===== src/rtl/dds_phase_core.sv =====
module dds_phase_core #(
  parameter int ACC_W = 28,
  parameter int PH_W  = 12,
  parameter int AMP_W = 10,
  parameter int Q_AW  = 6
) (
  input  logic             clk,
  input  logic             rst_n,
  input  logic             dp_clear,
  input  logic             sleep,
  input  logic             fsel_pin,
  input  logic             psel_pin,
  input  logic             reg_we,
  input  logic [2:0]       reg_addr,
  input  logic [ACC_W-1:0] reg_wdata,
  output logic [PH_W-1:0]  phase_addr,
  output logic [AMP_W-1:0] amp,
  output logic             msb_out
);
  localparam int QN   = 1 << Q_AW;
  localparam int HALF = (1 << (AMP_W-1)) - 1;
  localparam logic [AMP_W-1:0] MID = AMP_W'(1 << (AMP_W-1));

  function automatic longint qval(input int i);
    longint k, p, d;
    k = 2*i + 1;
    p = k * (4*QN - k);
    d = 16 * longint'(QN) * QN;
    return (longint'(HALF) * 16 * p) / (5*d - 4*p);
  endfunction

  logic [ACC_W-1:0] freq_q [2];
  logic [PH_W-1:0]  phs_q  [2];
  logic [4:0]       ctrl_q;
  logic             fpin_q, ppin_q;
  logic [ACC_W-1:0] acc_q;
  logic             prev_msb_q, tgl_q;

  wire              pin_mode = ctrl_q[0];
  wire              f_bank   = pin_mode ? fpin_q : ctrl_q[1];
  wire              p_bank   = pin_mode ? ppin_q : ctrl_q[2];
  wire [ACC_W-1:0]  f_word   = freq_q[f_bank];
  wire [PH_W-1:0]   p_word   = phs_q[p_bank];
  wire              tri_mode = ctrl_q[3];
  wire              div_mode = ctrl_q[4];
  wire              acc_msb  = acc_q[ACC_W-1];

  always_ff @(posedge clk or negedge rst_n) begin
    if (!rst_n) begin
      freq_q[0] <= '0;
      freq_q[1] <= '0;
      phs_q[0]  <= '0;
      phs_q[1]  <= '0;
      ctrl_q    <= '0;
    end else if (reg_we) begin
      case (reg_addr)
        3'd0: freq_q[0] <= reg_wdata;
        3'd1: freq_q[1] <= reg_wdata;
        3'd2: phs_q[0]  <= reg_wdata[PH_W-1:0];
        3'd3: phs_q[1]  <= reg_wdata[PH_W-1:0];
        3'd4: ctrl_q    <= reg_wdata[4:0];
        default: ;
      endcase
    end
  end

  always_ff @(posedge clk or negedge rst_n) begin
    if (!rst_n) begin
      fpin_q <= 1'b0;
      ppin_q <= 1'b0;
    end else begin
      fpin_q <= fsel_pin;
      ppin_q <= psel_pin;
    end
  end

  logic [AMP_W-2:0] qtab [QN];
  for (genvar g = 0; g < QN; g++) begin : g_qtab
    assign qtab[g] = (AMP_W-1)'(qval(g));
  end

  wire              w_sign = phase_addr[PH_W-1];
  wire              w_mir  = phase_addr[PH_W-2];
  wire [Q_AW-1:0]   q_raw  = phase_addr[PH_W-3 -: Q_AW];
  wire [Q_AW-1:0]   q_idx  = w_mir ? ~q_raw : q_raw;
  wire [AMP_W-1:0]  mag    = AMP_W'(qtab[q_idx]);
  wire [AMP_W-1:0]  sine_v = w_sign ? MID - mag : MID + mag;
  wire [AMP_W-1:0]  tri_lo = phase_addr[PH_W-2 -: AMP_W];
  wire [AMP_W-1:0]  tri_v  = w_sign ? ~tri_lo : tri_lo;

  always_ff @(posedge clk or negedge rst_n) begin
    if (!rst_n) begin
      acc_q      <= '0;
      phase_addr <= '0;
      amp        <= MID;
      prev_msb_q <= 1'b0;
      tgl_q      <= 1'b0;
    end else if (dp_clear) begin
      acc_q      <= '0;
      phase_addr <= '0;
      amp        <= MID;
      prev_msb_q <= 1'b0;
      tgl_q      <= 1'b0;
    end else begin
      acc_q      <= acc_q + f_word;
      phase_addr <= acc_q[ACC_W-1 -: PH_W] + p_word;
      amp        <= sleep ? MID : (tri_mode ? tri_v : sine_v);
      prev_msb_q <= acc_msb;
      tgl_q      <= tgl_q ^ (acc_msb & ~prev_msb_q);
    end
  end

  assign msb_out = div_mode ? tgl_q : acc_msb;
endmodule



===== config.mk =====
export PLATFORM = sky130hd
export DESIGN_NAME = dds_phase_core
export DESIGN_NICKNAME = d
export VERILOG_FILES = /design/src/rtl/dds_phase_core.sv
export SDC_FILE = /design/constraint.sdc
export NUM_CORES = 1
export LEC_CHECK = 0
export BUFFER_PORTS_ARGS = -buffer_cell sky130_fd_sc_hd__buf_4
export CORE_UTILIZATION = 45
export CTS_CLUSTER_SIZE = 28
export DETAILED_ROUTE_END_ITERATION = 7
export HOLD_SLACK_MARGIN = 0.15
export PLACE_DENSITY = 0.65
export SETUP_SLACK_MARGIN = 0.05
export SLEW_MARGIN = 20
export SYNTH_ARGS = -nofsm -noshare
export SYNTH_HDL_FRONTEND = slang
export SYNTH_SLANG_ARGS = --single-unit
export TNS_END_PERCENT = 10

===== constraint.sdc =====
create_clock -name clk -period 8.5 [get_ports clk]
set_input_delay 0.85 -clock clk [delete_from_list [all_inputs] [get_ports clk]]
set_output_delay 0.85 -clock clk [all_outputs]
set_load 0.05 [all_outputs]

After elaboration in Yosys (flattened, before gate mapping)
Memory sizes are Yosys's and may differ from the RTL's. Cells that the tools add are included. Widths: inputs -> output; s select.

Input port bits: 38. Word-level logic and storage cells: 59. Output and inout port bits: 23. Bits in read-only memories: 576. Flip-flop bits (word level): 139. Memories kept: 1.

Memory list: (no name shown) (words 64, bits a word 9, rd ports 1, clocked after memory_dff 0, wr ports 0, line 86) `wire [AMP_W-1:0] mag = AMP_W'(qtab[q_idx]);`.

Add/subtract/negate cells: 4. Equality and inequality tests: 4. Magnitude comparators: 3. Muxes and demuxes: 21. Reduce and logical (&&, ||, !) cells: 6. Bitwise operators: 8.

Operator list (number): $mux 28 (4); $mux 10 (5); $mux 12 (4); $add 28x28->28 (1); $mux 9 (2); $add 12x12->12 (1); $add 10x9->10 const A (1); $not 10->10 (1); $reduce_and 2->1 (5); $sub 10x9->10 const A (1); $ge 7x7->1 const B (1); $not 6->7 (1); $eq 3x2->1 const B (2); $mux 6 (1); $not 6->6 (1); $mux 1 (5); $ge 2x2->1 const B (2); $not 1->2 (2); $eq 3x1->1 const B (1); $eq 3x3->1 const B (1); $logic_not 3->1 (1); $and 1x1->1 (1); $not 1->1 (1); $xor 1x1->1 (1).

Depth between registers and ports, before layout
Depth in word-level cells: 11. Gate-level depth with buffers: 14. Depth with buffers taken out: 14.

Worst setup path after synthesis
OpenSTA, ideal clock, no wires.

Kind: reg2reg. Start point: reg ctrl_q[0]. End point: reg acc_q[26]. Library setup time: 79 ps. Cell stages (with the launch flop): 14. Setup slack: 4863 ps. Data arrival time: 3558 ps. Period minus slack after synthesis: 3637 ps. Cell sequence: dfrtp_1 > mux2i_2 > clkbuf_1 > mux2_2 > ha_1 > or2_2 > o2111ai_2 > a21oi_2 > o31ai_2 > a21boi_2 > a211oi_2 > o21ai_2 > o31ai_2 > mux2i_1.

Cells in the longest elaborated chain, start to end: 7.

RTL lines: start: declaration (line 34) `logic [4:0] ctrl_q;`; start signal: assignment (line 61) `3'd4: ctrl_q <= reg_wdata[4:0];`; $mux 1 (line 40) `wire f_bank = pin_mode ? fpin_q : ctrl_q[1];`; $not 1->2 (implied by the code) (line 42) `wire [ACC_W-1:0] f_word = freq_q[f_bank];`; $mux 28 (implied by the code) (3 in a row) (line 42); $add 28x28->28 (line 105) `acc_q <= acc_q + f_word;`; $mux 28 (line 98) `end else if (dp_clear) begin`; end signal: assignment (line 105); end: declaration (line 36) `logic [ACC_W-1:0] acc_q;`.

Every way passes these cells. The select of a mux whose other input is x is not followed. A chain may end at the register's enable or synchronous reset.

Final worst setup path
Start point: reg ctrl_q[0]. End point: reg acc_q[27].

Same word-level chain as after synthesis.

==> out/results.ini <==
[worst_setup_path]
start_kind=flop
criticalPathCategory=reg -> reg
cp_capture_type=flop
reg2reg_depth=13
critical_path_peak_fanout=28
wp_data_arrival_ns=4.03
cp-startpoint=ctrl_q[0]
r2r_slack_ns=4.78
timing.rr.start=ctrl_q[0]
crit_chain=mux2i_4, buf_4, mux2_2, ha_1, and4_1, o2111ai_1, a21oi_1, a211oi_2, a211oi_2, o31ai_2, a21oi_1, mux2i_1, nand2_1
worst_path_largest_cell_delay_ns=0.44
critPathBufInv=1
worst_path_max_delay_cell=sky130_fd_sc_hd__dfrtp_1
r2r_path_end=acc_q[27]
critPathRequiredTime_ns=8.81
cpLargestDelayFamily=compound AO/OA/AOI/OAI gates

[yosys]
mappedNetlistNets=993
number_of_enable_flip_flop_cells_after_synthesis=0
syn_inst=911
syn_area_um2=9180
ys_dominant_reg_cell=sky130_fd_sc_hd__dfrtp_1
synth.yosys.warnings=0
synth_area_per_cell_um2=10.1
synth_seq_cells=139
yosys.cell_types.count=91
synth.yosys.seq_area_share_pct=37.9
async_set_or_reset_flop_fraction_in_the_synthesized_netlist_pct=100

[route]
drt_pre_antenna_iters=5
drt_initial_violations=412
routed_len_inst_um=16.8
detailroute.via_count=6933
post_drt_via_cell_ratio=5.68
final_antenna_net_count=0
wirelength_um=20500
drc=0

[run]
cap_violations=0

[die]
std_cell_rows=51
die_area_um2=21000
io_pins=61
initial_core_util_pct=46.6
die_width_um=145
core_area_um2=19700
die_h_um=145

[power]
ir_worst_vdd_uv=164
power_per_cell_area_nw_per_um2=365
leakage_nw=4.48

[clock_network]
cts_buffer_depth=2
clkSinkCount=139
clock_slew_seen_by_the_registers_of_the_worst_setup_and_hold_paths_ns=0.06
cts_buf_count=17
clock_tree_from_tritoncts=done
ctsResizeCount=0
clk_root_buffer_cell=sky130_fd_sc_hd__clkbuf_16
cts_max_level=4
cts_post_setup_buffers_inserted=0
clk-insertion-delay-late_ns=0.42
cts.hold.buffers_added=0

[global_routing]
grtUsageMet3_pct=3.75
global_route.overflow_total=0
groute.layer.met1.usage_pct=30.2
top_usage_layer=met2
grt.total_usage_pct=20.8
globalRouteMet2Util_pct=31.5
first_global_vias=6605
grt_first_pass_wirelength_um=34000
grt_start_max_net_pins=80
antenna_violations_before_repair=0

[placement]
placed_cells_incl_taps=1188
buffer_ports.inserted=60
detailed_place_hpwl_um=13800
gp_congestion=0.850

[timing]
relSlewSlack_pct=41.1
final_max_slew_viol_count=0
max_clock_freq_ghz=0.269
final_report_setup_violation_count=0
fin_tns_setup_ns=0
fin_crit_ns=3.72
skew_ns=0.00995
final_hold_viol_count=0
final_period_util_pct=43.7
worst_slew_pin_slew_ns=0.884
grt_setup_unrepaired=false

[cells_and_area]
layout.cells.non_filler=1220
antenna_cells_inserted=0
area_delta_synth_final_pct=12.3
fin_nets=1024
leading_cell_type_in_the_layout_fill_and_taps_excluded=sky130_fd_sc_hd__dfrtp_1
layout_common_cells=sky130_fd_sc_hd__dfrtp_1 (138), sky130_fd_sc_hd__mux2_2 (125), sky130_fd_sc_hd__buf_4 (70), sky130_fd_sc_hd__a21oi_1 (67), sky130_fd_sc_hd__nor2_1 (66)
ratio_of_cells_with_drive_above_1_in_the_final_layout_pct=28.5

[hold_path]
hold_class=in -> async

[outcome]
status=completed

## power by group
group,switching (mW),leakage (nW),internal [mW]
Clock,0.277,0.282,0.432
Combinational,1.20,2.48,0.877
Sequential,0.130,1.72,0.845
Total,1.61,4.48,2.15
## worst register-to-register path, stage by stage (launching register included)
cell                        delay, ns
sky130_fd_sc_hd__dfrtp_1         0.44
sky130_fd_sc_hd__mux2i_4         0.25
sky130_fd_sc_hd__buf_4           0.37
sky130_fd_sc_hd__mux2_2          0.42
sky130_fd_sc_hd__ha_1            0.41
sky130_fd_sc_hd__and4_1          0.26
sky130_fd_sc_hd__o2111ai_1       0.17
sky130_fd_sc_hd__a21oi_1         0.25
sky130_fd_sc_hd__a211oi_2        0.11
sky130_fd_sc_hd__a211oi_2        0.38
sky130_fd_sc_hd__o31ai_2         0.12
sky130_fd_sc_hd__a21oi_1         0.19
sky130_fd_sc_hd__mux2i_1         0.19
sky130_fd_sc_hd__nand2_1         0.06
## worst max-delay path by stage
stage / endpoint / slack [ns] / cells after the start
global placement: acc_q[27] / 4.85 / 13
floorplan: acc_q[26] / 4.86 / 13
finish: acc_q[27] / 4.78 / 13
global route: acc_q[27] / 4.51 / 13
CTS: acc_q[27] / 4.77 / 13
detailed placement: acc_q[27] / 4.76 / 13
## state kept, by name, summed over array words and instances, names as in the netlist
name        flops
acc_q          28
amp            10
ctrl_q          5
fpin_q          1
freq_q         56
phase_addr     12
phs_q          24
ppin_q          1
prev_msb_q      1
tgl_q           1
## cell families (layout without fill, tap and decap cells)
group                    after synthesis  after routing  share of synthesized area [%]
flip-flops                           139            139                           37.9
AND/OR/NAND/NOR                      222            222                           12.3
buffers and inverters                 82            126                           4.65
XOR/XNOR                              36             36                           3.43
adder cells (fa/ha/maj)               44             44                           6.16
AO/OA/AOI/OAI                        254            254                           19.1
multiplexers                         134            134                           16.5
## layout make-up
class / count / area (um2)
flip-flops and latches: 139 / 3480
multi-input cells: 690 / 5300
fillers: 1744 / 9410
well taps: 265 / 332
inverters: 22 / 82.6
repair buffers: 72 / 548
clock inverters: 10 / 91.3
clock buffers: 22 / 484
## Yosys cell counts (all sizes together) (7+ instances only)
| cell type | count | area (um2) |
|---|---|---|
| a21oi | 70 | 362 |
| a221oi | 7 | 61.3 |
| nand2 | 45 | 169 |
| a211oi | 8 | 75.1 |
| o21bai | 7 | 52.6 |
| o21a | 9 | 67.6 |
| a31oi | 8 | 50.1 |
| xnor2 | 25 | 219 |
| o31ai | 7 | 72.6 |
| nor3 | 20 | 115 |
| ha | 42 | 526 |
| inv | 21 | 78.8 |
| mux2i | 8 | 87.6 |
| dfrtp | 138 | 3450 |
| buf | 38 | 262 |
| o22ai | 10 | 62.6 |
| o21ai | 51 | 259 |
| a21o | 21 | 158 |
| nand2b | 18 | 113 |
| clkbuf | 22 | 82.6 |
| nand3 | 16 | 85.1 |
| xor2 | 11 | 96.3 |
| nor2b | 19 | 121 |
| mux2 | 125 | 1410 |
| o211ai | 8 | 60.1 |
| nor2 | 68 | 255 |
## metrics by stage
stage | utilization, % | hold slack (ns) | setup slack [ns] | cell area, um2 | total power [mW]
after floorplan | - | 0.475 | 4.86 | 9180 | 2.64
after global placement | 49.3 | 0.483 | 4.85 | 9730 | 3.02
after detailed placement | 49.3 | 0.490 | 4.76 | 9730 | 3.04
after CTS | 52.3 | 0.404 | 4.77 | 10300 | 3.77
after global routing | 52.3 | 0.428 | 4.51 | 10300 | 4.06
final | 52.3 | 0.386 | 4.78 | 10300 | 3.76
## per-layer routing
| metal | vias to the layer above | wire, um |
|---|---|---|
| met1 | 3343 | 10100 |
| met4 | 0 | 216 |
| met5 | - | 0 |
| li1 | 3405 | - |
| met3 | 19 | 935 |
| met2 | 166 | 9180 |
No activity file was read; power rests on OpenSTA's default activity.
